## src/rtl/dcube_pkg.sv

```systemverilog
package dcube_pkg;

    localparam int VW = 3;

    localparam logic [VW-1:0] V_ZERO  = 3'b000;
    localparam logic [VW-1:0] V_ONE   = 3'b001;
    localparam logic [VW-1:0] V_X     = 3'b010;
    localparam logic [VW-1:0] V_D     = 3'b011;
    localparam logic [VW-1:0] V_DBAR  = 3'b100;
    localparam logic [VW-1:0] V_EMPTY = 3'b111;

    // true for the five legal net values
    function automatic logic is_legal(input logic [VW-1:0] v);
        return (v <= V_DBAR);
    endfunction

    // true when the value carries a fault effect
    function automatic logic is_fault(input logic [VW-1:0] v);
        return (v == V_D) || (v == V_DBAR);
    endfunction

endpackage

```

## src/rtl/dcube_meet.sv

```systemverilog
module dcube_meet
    import dcube_pkg::*;
#(
    parameter int NUM_NETS = 10
) (
    input  logic [NUM_NETS*VW-1:0] cur_cube,
    input  logic [NUM_NETS*VW-1:0] new_cube,
    output logic [NUM_NETS*VW-1:0] meet_cube,
    output logic [NUM_NETS-1:0]    empty_mask
);

    for (genvar n = 0; n < NUM_NETS; n++) begin : g_net
        logic [VW-1:0] lhs;
        logic [VW-1:0] rhs;
        logic [VW-1:0] res;

        assign lhs = cur_cube[n*VW +: VW];
        assign rhs = new_cube[n*VW +: VW];

        always_comb begin
            if (!is_legal(lhs) || !is_legal(rhs)) begin
                res = V_EMPTY;
            end else if (lhs == V_X) begin
                res = rhs;
            end else if (rhs == V_X) begin
                res = lhs;
            end else if (lhs == rhs) begin
                res = lhs;
            end else begin
                res = V_EMPTY;
            end
        end

        assign meet_cube[n*VW +: VW] = res;
        assign empty_mask[n]         = (res == V_EMPTY);


        always_comb begin
            if (is_legal(lhs) && is_legal(rhs) && lhs != V_X && rhs != V_X && lhs != rhs) begin
                mismatch_empty_chk: assert (empty_mask[n]);
            end
        end
    end

endmodule

```

## src/rtl/dcube_frontier.sv

```systemverilog
module dcube_frontier
    import dcube_pkg::*;
#(
    parameter int NUM_PI    = 4,
    parameter int NUM_GATES = 6
) (
    input  logic [(NUM_PI+NUM_GATES)*VW-1:0] cube,
    output logic [NUM_GATES-1:0]             frontier
);

    for (genvar g = 0; g < NUM_GATES; g++) begin : g_gate
        localparam int IA = g;
        localparam int IB = g + 1;
        localparam int IO = NUM_PI + g;

        logic [VW-1:0] in_a;
        logic [VW-1:0] in_b;
        logic [VW-1:0] out_v;

        assign in_a  = cube[IA*VW +: VW];
        assign in_b  = cube[IB*VW +: VW];
        assign out_v = cube[IO*VW +: VW];

        assign frontier[g] = (out_v == V_X) && (is_fault(in_a) || is_fault(in_b));
    end

endmodule

```

## src/rtl/dcube_unit.sv

```systemverilog
module dcube_unit
    import dcube_pkg::*;
#(
    parameter int NUM_PI    = 4,
    parameter int NUM_GATES = 6
) (
    input  logic                                 clk,
    input  logic                                 rst_n,
    input  logic                                 clear,
    input  logic                                 strobe,
    input  logic [(NUM_PI+NUM_GATES)*VW-1:0]     in_cube,
    output logic [(NUM_PI+NUM_GATES)*VW-1:0]     cube_q,
    output logic                                 conflict,
    output logic [NUM_GATES-1:0]                 frontier
);

    localparam int NUM_NETS = NUM_PI + NUM_GATES;
    localparam int CW       = NUM_NETS * VW;
    localparam logic [CW-1:0] ALL_X = {NUM_NETS{V_X}};

    typedef struct packed {
        logic [CW-1:0] cube;
        logic          conflict;
    } state_t;

    state_t st_d, st_q;

    logic [CW-1:0]       meet_y;
    logic [NUM_NETS-1:0] empty_mask;
    logic                any_empty;

    dcube_meet #(.NUM_NETS(NUM_NETS)) u_meet (
        .cur_cube   (st_q.cube),
        .new_cube   (in_cube),
        .meet_cube  (meet_y),
        .empty_mask (empty_mask)
    );

    dcube_frontier #(.NUM_PI(NUM_PI), .NUM_GATES(NUM_GATES)) u_front (
        .cube     (st_q.cube),
        .frontier (frontier)
    );

    assign any_empty = |empty_mask;

    always_comb begin
        st_d          = st_q;
        st_d.conflict = 1'b0;
        if (clear) begin
            st_d.cube = ALL_X;
        end else if (strobe) begin
            if (any_empty) begin
                st_d.conflict = 1'b1;
            end else begin
                st_d.cube = meet_y;
            end
        end
    end

    always_ff @(posedge clk or negedge rst_n) begin
        if (!rst_n) begin
            st_q.cube     <= ALL_X;
            st_q.conflict <= 1'b0;
        end else begin
            st_q <= st_d;
        end
    end

    assign cube_q   = st_q.cube;
    assign conflict = st_q.conflict;

    function automatic logic holds_empty(input logic [CW-1:0] c);
        logic hit;
        hit = 1'b0;
        for (int n = 0; n < NUM_NETS; n++) begin
            if (c[n*VW +: VW] == V_EMPTY) hit = 1'b1;
        end
        return hit;
    endfunction

    function automatic logic holds_fault(input logic [CW-1:0] c);
        logic hit;
        hit = 1'b0;
        for (int n = 0; n < NUM_NETS; n++) begin
            if (is_fault(c[n*VW +: VW])) hit = 1'b1;
        end
        return hit;
    endfunction


    clear_loads_x_chk: assert property (@(posedge clk) disable iff (!rst_n)
        clear |=> (cube_q == ALL_X) && !conflict);


    conflict_keep_chk: assert property (@(posedge clk) disable iff (!rst_n)
        (strobe && !clear && any_empty) |=> conflict && (cube_q == $past(cube_q)));


    commit_chk: assert property (@(posedge clk) disable iff (!rst_n)
        (strobe && !clear && !any_empty) |=> !conflict && (cube_q == $past(meet_y)));


    idle_hold_chk: assert property (@(posedge clk) disable iff (!rst_n)
        (!strobe && !clear) |=> $stable(cube_q) && !conflict);


    no_empty_stored_chk: assert property (@(posedge clk) disable iff (!rst_n)
        !holds_empty(cube_q));


    frontier_source_chk: assert property (@(posedge clk) disable iff (!rst_n)
        (|frontier) |-> holds_fault(cube_q));

endmodule

```

## config.mk

```make
export PLATFORM = sky130hd
export DESIGN_NAME = dcube_unit
export DESIGN_NICKNAME = d
export VERILOG_FILES = /design/src/rtl/dcube_pkg.sv /design/src/rtl/dcube_meet.sv /design/src/rtl/dcube_frontier.sv /design/src/rtl/dcube_unit.sv
export SDC_FILE = /design/constraint.sdc
export NUM_CORES = 1
export LEC_CHECK = 0
export ABC_AREA = 1
export ABC_CLOCK_PERIOD_IN_PS = 5400
export BUFFER_PORTS_ARGS = -buffer_cell sky130_fd_sc_hd__clkbuf_2
export CORE_MARGIN = 4
export CORE_UTILIZATION = 30
export CTS_CLUSTER_SIZE = 12
export DETAILED_ROUTE_END_ITERATION = 6
export GPL_TIMING_DRIVEN = 0
export SLEW_MARGIN = 40
export SYNTH_ARGS = -nofsm -noshare
export SYNTH_HDL_FRONTEND = slang
export SYNTH_SLANG_ARGS = --single-unit
```

## constraint.sdc

```tcl
create_clock -name clk -period 5.4 [get_ports clk]
set_input_delay 0.54 -clock clk [delete_from_list [all_inputs] [get_ports clk]]
set_output_delay 0.54 -clock clk [all_outputs]
set_load 0.05 [all_outputs]
```

==> summary.md, run 1 <==
| Metric | Value |
|---|---|
| Final TNS setup | `0 ns` |
| Cell internal pwr | `approximately 440 uW` |
| Filler Cells Inserted | `roughly 1000` |
| Mapped Avg Cell Area | `roughly 6.0 um^2` |
| Die X | `roughly 110 um` |
| CTS buffer count | `5` |
| Switching fraction of total power | `a little under two fifths` |
| Non-filler cells, final | `695` |
| Largest net degree at the start of global routing | `32` |
| IO Pins | `71` |
| Arr. time, crit path | `1.94 ns` |
| Status | `completed` |
| Seq pwr share | `about two fifths` |
| Drt via density | `roughly 4.9` |
| Dpl cells | `687` |
| Setup repair bufs after CTS | `0` |
| RSZ-0062 raised after global routing | `false` |
| Hold Buf Count CTS | `0` |
| GRT overflow | `0` |
| Worst reg-to-reg setup slack | `roughly 3.3 ns` |
| Final WL | `roughly 9 mm` |
| Final ANT Viol Nets | `0` |
| Worst-Skew Late Latency | `around 0.29 ns` |
| Worst path required time | `~5 ns` |
| Final Setup Violations | `0` |
| Slew margin rel. | `~52%` |
| # rows | `35` |
| Root buf cell | `clkbuf_8` |
| Clk slew on worst S/H paths | `0.07 ns` |
| Slew Viols, Final | `0` |
| Initial Util | `a little under a third` |
| Vias in the first global route | `approximately 3100` |
| Largest family of logic cells by synthesized area | `simple AND/OR/NAND/NOR gates` |
| IO Port Bufs | `69` |
| Share of post-route cells with drive strength above 1 | `approximately a fifth` |
| Routability congestion estimate | `0.860` |
| Flops & latches, synth | `31` |
| DR vias | `approximately 3400` |
| Compound-Gate Fraction of Synth Area | `about an eighth` |
| Adder-cell share of the synthesized area | `0%` |
| Post-synthesis sequential area ratio | `between 20% and 30%` |
| Syn Inst Count | `between 400 and 500` |
| DR iter-0 viols | `~160` |
| Mapped Area | `between 0.002 and 0.003 mm^2` |
| Least-Margin Pin Slew | `between 0.7 and 0.8 ns` |
| Critical path's largest stage delay | `between 0.4 and 0.5 ns` |
| Delay-heaviest family, CP | `compound AO/OA/AOI/OAI gates` |
| Total GRT Usage | `between 10% and 20%` |
| Std-Cell Core Area | `0.00933 mm^2` |
| Area occupied by multi-input gates | `roughly 0.0018 mm^2` |
| Combinational power share | `between 30% and 40%` |
| Total power | `695 uW` |
| Slowest-stage cell, CP | `a21boi_0` |
| Initial antenna violation count | `0` |
| Net Count, Synth | `about 520` |
| Die area | `approximately 0.011 mm^2` |
| Clk_skew | `0.00499 ns` |
| CTS tree | `built` |
| Post-layout minimum cycle time | `between 2 and 2.5 ns` |
| Pwr dens | `approximately 200 mW/mm^2` |
| CTS Buffer Depth | `2` |
| Register area | `roughly 790 um^2` |
| LEAKAGE | `approximately 0.0019 uW` |
| Syn. warnings | `0` |
| Die Y | `107 um` |
| Yosys cell types | `31` |
| Final Hold Viols | `0` |
| Simple-gate share of the synthesized area | `44.0%` |
| Crit path max fanout | `7` |
| Routed length per instance | `approximately 13 um` |
| NetSw | `between 200 and 300 uW` |
| DR pass1 iterations | `4` |
| CP dominant cell by count | `nor2_1` |
| H-Tree Depth | `2` |
| First-pass GRT wire length | `between 10 and 15 mm` |
| Cts repair resizes | `0` |
| Ant. Diodes | `0` |
| Nets | `599` |
| # clock sinks | `31` |
| Period utilisation layout | `between 40% and 50%` |
| DRC viols | `0` |
| XOR/XNOR Fraction of Synth Area | `6.02%` |
| CP bufs+invs | `1` |
| Max-cap viol count | `0` |
| Clock power frac | `between 20 and 30%` |
| Worst vdd ir | `97.0 uV` |
| Crit path kind | `reg -> out` |
| Mux cell area share after synthesis | `0%` |
| Post-DP HPWL | `6.75 mm` |
| Worst Setup End Kind | `primary output` |
| Fmax | `roughly 400 MHz` |
| Area growth syn-to-layout | `20.8%` |
| Hold/Removal Path Class | `in -> async` |
| Crit-path cells | `o21ai_1, a21boi_0, nor2_1, nor2_1, clkbuf_2` |
| CP Launch Type | `register` |
==> final timing paths <==
check | from | to | cells after the start
max | cube_q[6]$_DFFE_PN0P_ | frontier[2] | 5
min | rst_n | cube_q[11]$_DFFE_PN0P_ | 1
max reg2reg | cube_q[19]$_DFFE_PN1P_ | cube_q[6]$_DFFE_PN0P_ | 14
min reg2reg | cube_q[22]$_DFFE_PN1P_ | cube_q[22]$_DFFE_PN1P_ | 2
max in group asynchronous | rst_n | conflict$_DFF_PN0_ | 1
min in group clk | clear | conflict$_DFF_PN0_ | 2
==> area by class of cell <==
cell class	count	area share (%)
sequential	31	22.4
tap	129	4.59
buffer	14	2.70
timing repair buffer	69	9.82
inverter	62	6.61
multi-input combinational	382	51.0
clock buffer	8	2.84
==> stage by stage <==
stage | setup WS [ns] | hold WS [ns] | instance area [um^2] | util, %
after floorplan | 2.70 | 0.244 | 2910 | -
after global placement | 3.21 | 0.508 | 3420 | 36.6
after detailed placement | 3.21 | 0.513 | 3420 | 36.6
after CTS | 2.95 | 0.353 | 3520 | 37.7
after global routing | 2.85 | 0.367 | 3520 | 37.7
final | 2.92 | 0.305 | 3520 | 37.7
==> power by group through the flow <==
stage	Combinational, uW	Sequential [uW]	Clock, uW
after floorplan	129	298	0
after global placement	220	269	0
after detailed placement	225	269	0
after CTS	226	265	208
after global routing	255	267	217
final	226	265	204
==> layout by cell type (no fill, tap or decap), drive strengths merged, types with 2 or more instances in the layout <==
cell type,Yosys,routed
nand2,155,155
nand3,88,88
clkbuf,6,82
inv,61,61
nor2,44,44
o21ai,29,29
dfrtp,21,21
xnor2,20,20
a21oi,19,19
dfstp,10,10
buf,8,9
nor3,8,8
o22ai,3,3
a31oi,3,3
o211ai,3,3
or2,3,3
a211oi,2,2
nand3b,2,2
==> cell families (layout without fill, tap and decap cells) <==
logic type | Yosys count | in the layout
xor gates and xnor gates | 20 | 20
buffers and inverters | 76 | 153
AOI/OAI and AO/OA | 62 | 62
and+or+nand+nor | 300 | 300
DFF | 31 | 31
==> Yosys cell counts <==
library cell	count	share of area, %
clkbuf_2	2	0.34
clkbuf_1	4	0.52
clkinv_1	1	0.13
a21boi_0	1	0.26
or2_2	1	0.22
a21oi_1	19	3.3
o2111ai_1	1	0.30
nand2_2	3	0.64
inv_2	3	0.39
a211oi_1	2	0.52
nor2_2	3	0.64
or2_0	2	0.43
buf_6	5	1.9
o22ai_1	3	0.64
dfrtp_1	21	18
nor2_1	41	5.3
buf_2	2	0.34
nand2_1	152	20
dfstp_2	10	9.0
nand3_1	87	15
a31oi_1	3	0.64
xnor2_1	20	6.0
o21ai_0	20	3.4
buf_1	1	0.13
nor3_1	8	1.4
o211ai_1	3	0.77
nand3_2	1	0.34
inv_1	58	7.5
o21a_1	1	0.26
o21ai_1	9	1.5
nand3b_1	2	0.52
==> registers in the layout, indices dropped and copies added, names as in the netlist <==
register	cells
conflict	1
cube_q	30
==> layer usage <==
metal | track usage, % | up-vias | share of wire, %
li1 | - | 1729 | -
met1 | 19.7 | 1564 | 46
met2 | 27.1 | 92 | 48
met3 | 3.16 | 9 | 5.4
met4 | 3.11 | 0 | 0.95
met5 | 0 | - | 0
(Power assumes the default switching activity.)
==> inputs of run 2 (changes only) <==
--- a/config.mk
+++ b/config.mk
@@ -6,7 +6,7 @@
 export NUM_CORES = 1
 export LEC_CHECK = 0
 export ABC_AREA = 1
-export ABC_CLOCK_PERIOD_IN_PS = 5400
+export ABC_CLOCK_PERIOD_IN_PS = 2200
 export BUFFER_PORTS_ARGS = -buffer_cell sky130_fd_sc_hd__clkbuf_2
 export CORE_MARGIN = 4
 export CORE_UTILIZATION = 30
==> constraint.sdc (replaced) <==
create_clock -name clk -period 2.2 [get_ports clk]
set_input_delay 0.22 -clock clk [delete_from_list [all_inputs] [get_ports clk]]
set_output_delay 0.22 -clock clk [all_outputs]
set_load 0.05 [all_outputs]
==> run 2 against run 1 <==
Against the previous run: the run now ends with negative hold slack left; first-iteration DRC count decreased by 16%; non-clock buffer count increased by 7; sequential share of layout area decreased by 0.73 points; highest routed layer unchanged.
==> summary.md, run 2 (synthesis gave the netlist of run 1 again) <==
| Metric | Value |
|---|---|
| Least-Margin Pin Slew | `0.731 ns (+0.0144 ns)` |
| Clk_skew | `0.00465 ns (-0.000339 ns)` |
| Initial antenna violation count | `0 (unchanged)` |
| Area occupied by multi-input gates | `0.00187 mm^2 (+4.3%)` |
| Crit-path cells | `xnor2_1, nand3_1, nand2_2, nand2_1, nand2_1, nand2_1, nand2_1, nand3_1, nor2_4, nand3_4, buf_2, nand3_1, nand2_1` |
| Final WL | `8.97 mm (+1.5%)` |
| Worst path required time | `2.37 ns (-2.49 ns)` |
| Nets | `606 (+1.2%)` |
| Routability congestion estimate | `0.881 (+2.4%)` |
| Hold_ws | `-0.00393 ns (-0.309 ns)` |
| Final Setup Violations | `0 (unchanged)` |
| Largest register FFs | `30 (unchanged)` |
| Total power | `1750 uW (+150%)` |
| # rows | `35 (unchanged)` |
| Clk slew on worst S/H paths | `0.06 ns (about the same)` |
| Initial Util | `31.2% (unchanged)` |
| Commonest non-fill, non-tap cell in the layout | `nand2_1` |
| GRT overflow | `0 (unchanged)` |
| Final Hold Viols | `8 (+8)` |
| Cell internal pwr | `1100 uW (+150%)` |
| Vias in the first global route | `3150 (+0.64%)` |
| DR iter-0 viols | `135 (-16%)` |
| Pwr dens | `478 mW/mm^2 (+140%)` |
| CP dominant cell by count | `nand2_1` |
| Worst-Skew Late Latency | `0.28 ns (about the same)` |
| Std-Cell Core Area | `0.00933 mm^2 (unchanged)` |
| Most frequent cells in the layout | `148 x nand2_1, 86 x nand3_1, 69 x clkbuf_2` |
| Status | `complete, but fails checks` |
| Final Cell Area | `0.00367 mm^2 (+4.2%)` |
| LEAKAGE | `0.00198 uW (+1.9%)` |
| Root buf cell | `clkbuf_8` |
| First-pass GRT wire length | `14.8 mm (+1.2%)` |
| Fmax | `about 490 MHz` |
| # clock sinks | `31 (unchanged)` |
| Area growth syn-to-layout | `25.9%` |
| CTS buffer count | `5 (unchanged)` |
| H-Tree Depth | `2 (unchanged)` |
| Ant. Diodes | `0 (unchanged)` |
| Post-layout minimum cycle time | `slightly above 2 ns` |
| Routed length per instance | `12.8 um (+0.49%)` |
| Largest net degree at the start of global routing | `32 (unchanged)` |
| Slowest-stage cell, CP | `dfstp_2` |
| Critical path's largest stage delay | `0.60 ns (+0.13 ns)` |
| IO Pins | `71 (unchanged)` |
| DRC viols | `0 (unchanged)` |
| CP Launch Type | `register` |
| Failing checks | `negative hold slack` |
| RSZ-0062 raised after global routing | `true` |
| NetSw | `652 uW (+150%)` |
| CTS Buffer Depth | `2 (unchanged)` |
| Max-cap viol count | `0 (unchanged)` |
| Clock power frac | `28.7% (-0.6 points)` |
| DR pass1 iterations | `5 (+1)` |
| Die X | `107 um (unchanged)` |
| Total GRT Usage | `15.6% (+0.11 points)` |
| Period utilisation layout | `~93%` |
| Crit path max fanout | `6 (-1)` |
| Worst vdd ir | `200 uV (+110%)` |
| Final ANT Viol Nets | `0 (unchanged)` |
| Seq pwr share | `37.3% (-0.8 points)` |
| Crit path kind | `reg -> reg` |
| Filler Cells Inserted | `1006 (+0.40%)` |
| Slew margin rel. | `51.3% (-0.96 points)` |
| CTS tree | `built` |
| Die Y | `107 um (unchanged)` |
| Register area | `795 um^2 (+0.79%)` |
| Combinational power share | `34.0% (+1.5 points)` |
| Die area | `0.0113 mm^2 (unchanged)` |
| Share of post-route cells with drive strength above 1 | `23.9% (+5.2 points)` |
| Delay-heaviest family, CP | `simple AND/OR/NAND/NOR gates` |
| DR vias | `3355 (-1.1%)` |
| Switching fraction of total power | `37.2% (+0.13 points)` |
| Dpl cells | `687 (unchanged)` |
| IO Port Bufs | `69 (unchanged)` |
| Arr. time, crit path | `2.21 ns (+0.27 ns)` |
| Worst Setup End Kind | `register` |
| Hold/Removal Path Class | `in -> async` |
| Post-DP HPWL | `6.69 mm (-0.93%)` |
| Drt via density | `4.78 (-2.1%)` |
| Non-filler cells, final | `702 (+1.0%)` |
| Placed Area | `0.00342 mm^2 (+0.15%)` |
| Slew Viols, Final | `0 (unchanged)` |
| CP bufs+invs | `1 (unchanged)` |
==> run 2: cell types whose count changed in the layout (fill, tap and decap cells not counted), moves of 4 or more <==
cell	delta
buf_4	+6
nor2_2	+4
nand2_1	-4
dfrtp_1	-5
dfrtp_2	+5
nor2_1	-7
nand2_2	+4
==> run 2: final cells by class <==
cell class	count	share of cell area (%)
Inverter	62	6.35
Multi-Input combinational cell	382	51.1
Timing Repair Buffer	77	11.3
Buffer	13	2.46
Clock buffer	8	2.73
Tap cell	129	4.40
Sequential cell	31	21.7
==> run 2: final timing paths <==
path,start,end,slack [ns],depth (start not counted)
setup / recovery,cube_q[10]$_DFFE_PN1P_,cube_q[18]$_DFFE_PN0P_,0.16,13
hold / removal,rst_n,cube_q[20]$_DFFE_PN0P_,-0.004,1
setup reg to reg,cube_q[10]$_DFFE_PN1P_,cube_q[18]$_DFFE_PN0P_,0.16,13
hold reg to reg,cube_q[28]$_DFFE_PN1P_,cube_q[28]$_DFFE_PN1P_,0.52,2
max in group asynchronous,rst_n,cube_q[0]$_DFFE_PN0P_,1.70,1
min in group clk,clear,conflict$_DFF_PN0_,0.15,2
==> run 2: repair_timing <==
action | CTS | global route
gates resized for setup | 0 | 29
hold buffers | 0 | 0
setup buffers | 0 | 7
setup endpoints to repair | 0 | 33
==> run 2: layer usage <==
layer / wire, um / track usage, %
met4: 86 / 3.93
met1: 4210 / 21.2
met3: 465 / 1.82
met5: 0 / 0
met2: 4210 / 26.3
==> run 2: per-stage QoR <==
step,hold WS (ns),setup slack (ns),util (%),TNS [ns]
after floorplan,-0.0756,0.109,-,0
after global placement,0.345,0.105,36.7,0
after detailed placement,0.348,0.0633,36.7,0
after CTS,0.0352,0.0173,37.8,0
after global routing,0.0421,-0.0331,39.3,-0.0930
final,-0.00393,0.159,39.3,0
==> run 2: power groups by stage <==
stage          sequential, uW  combinational, uW  clock [uW]
6_report                  653                597         502
5_1_grt                   658                668         542
4_1_cts                   650                554         515
3_5_place_dp              659                552           0
3_3_place_gp              659                542           0
2_1_floorplan             732                317           0
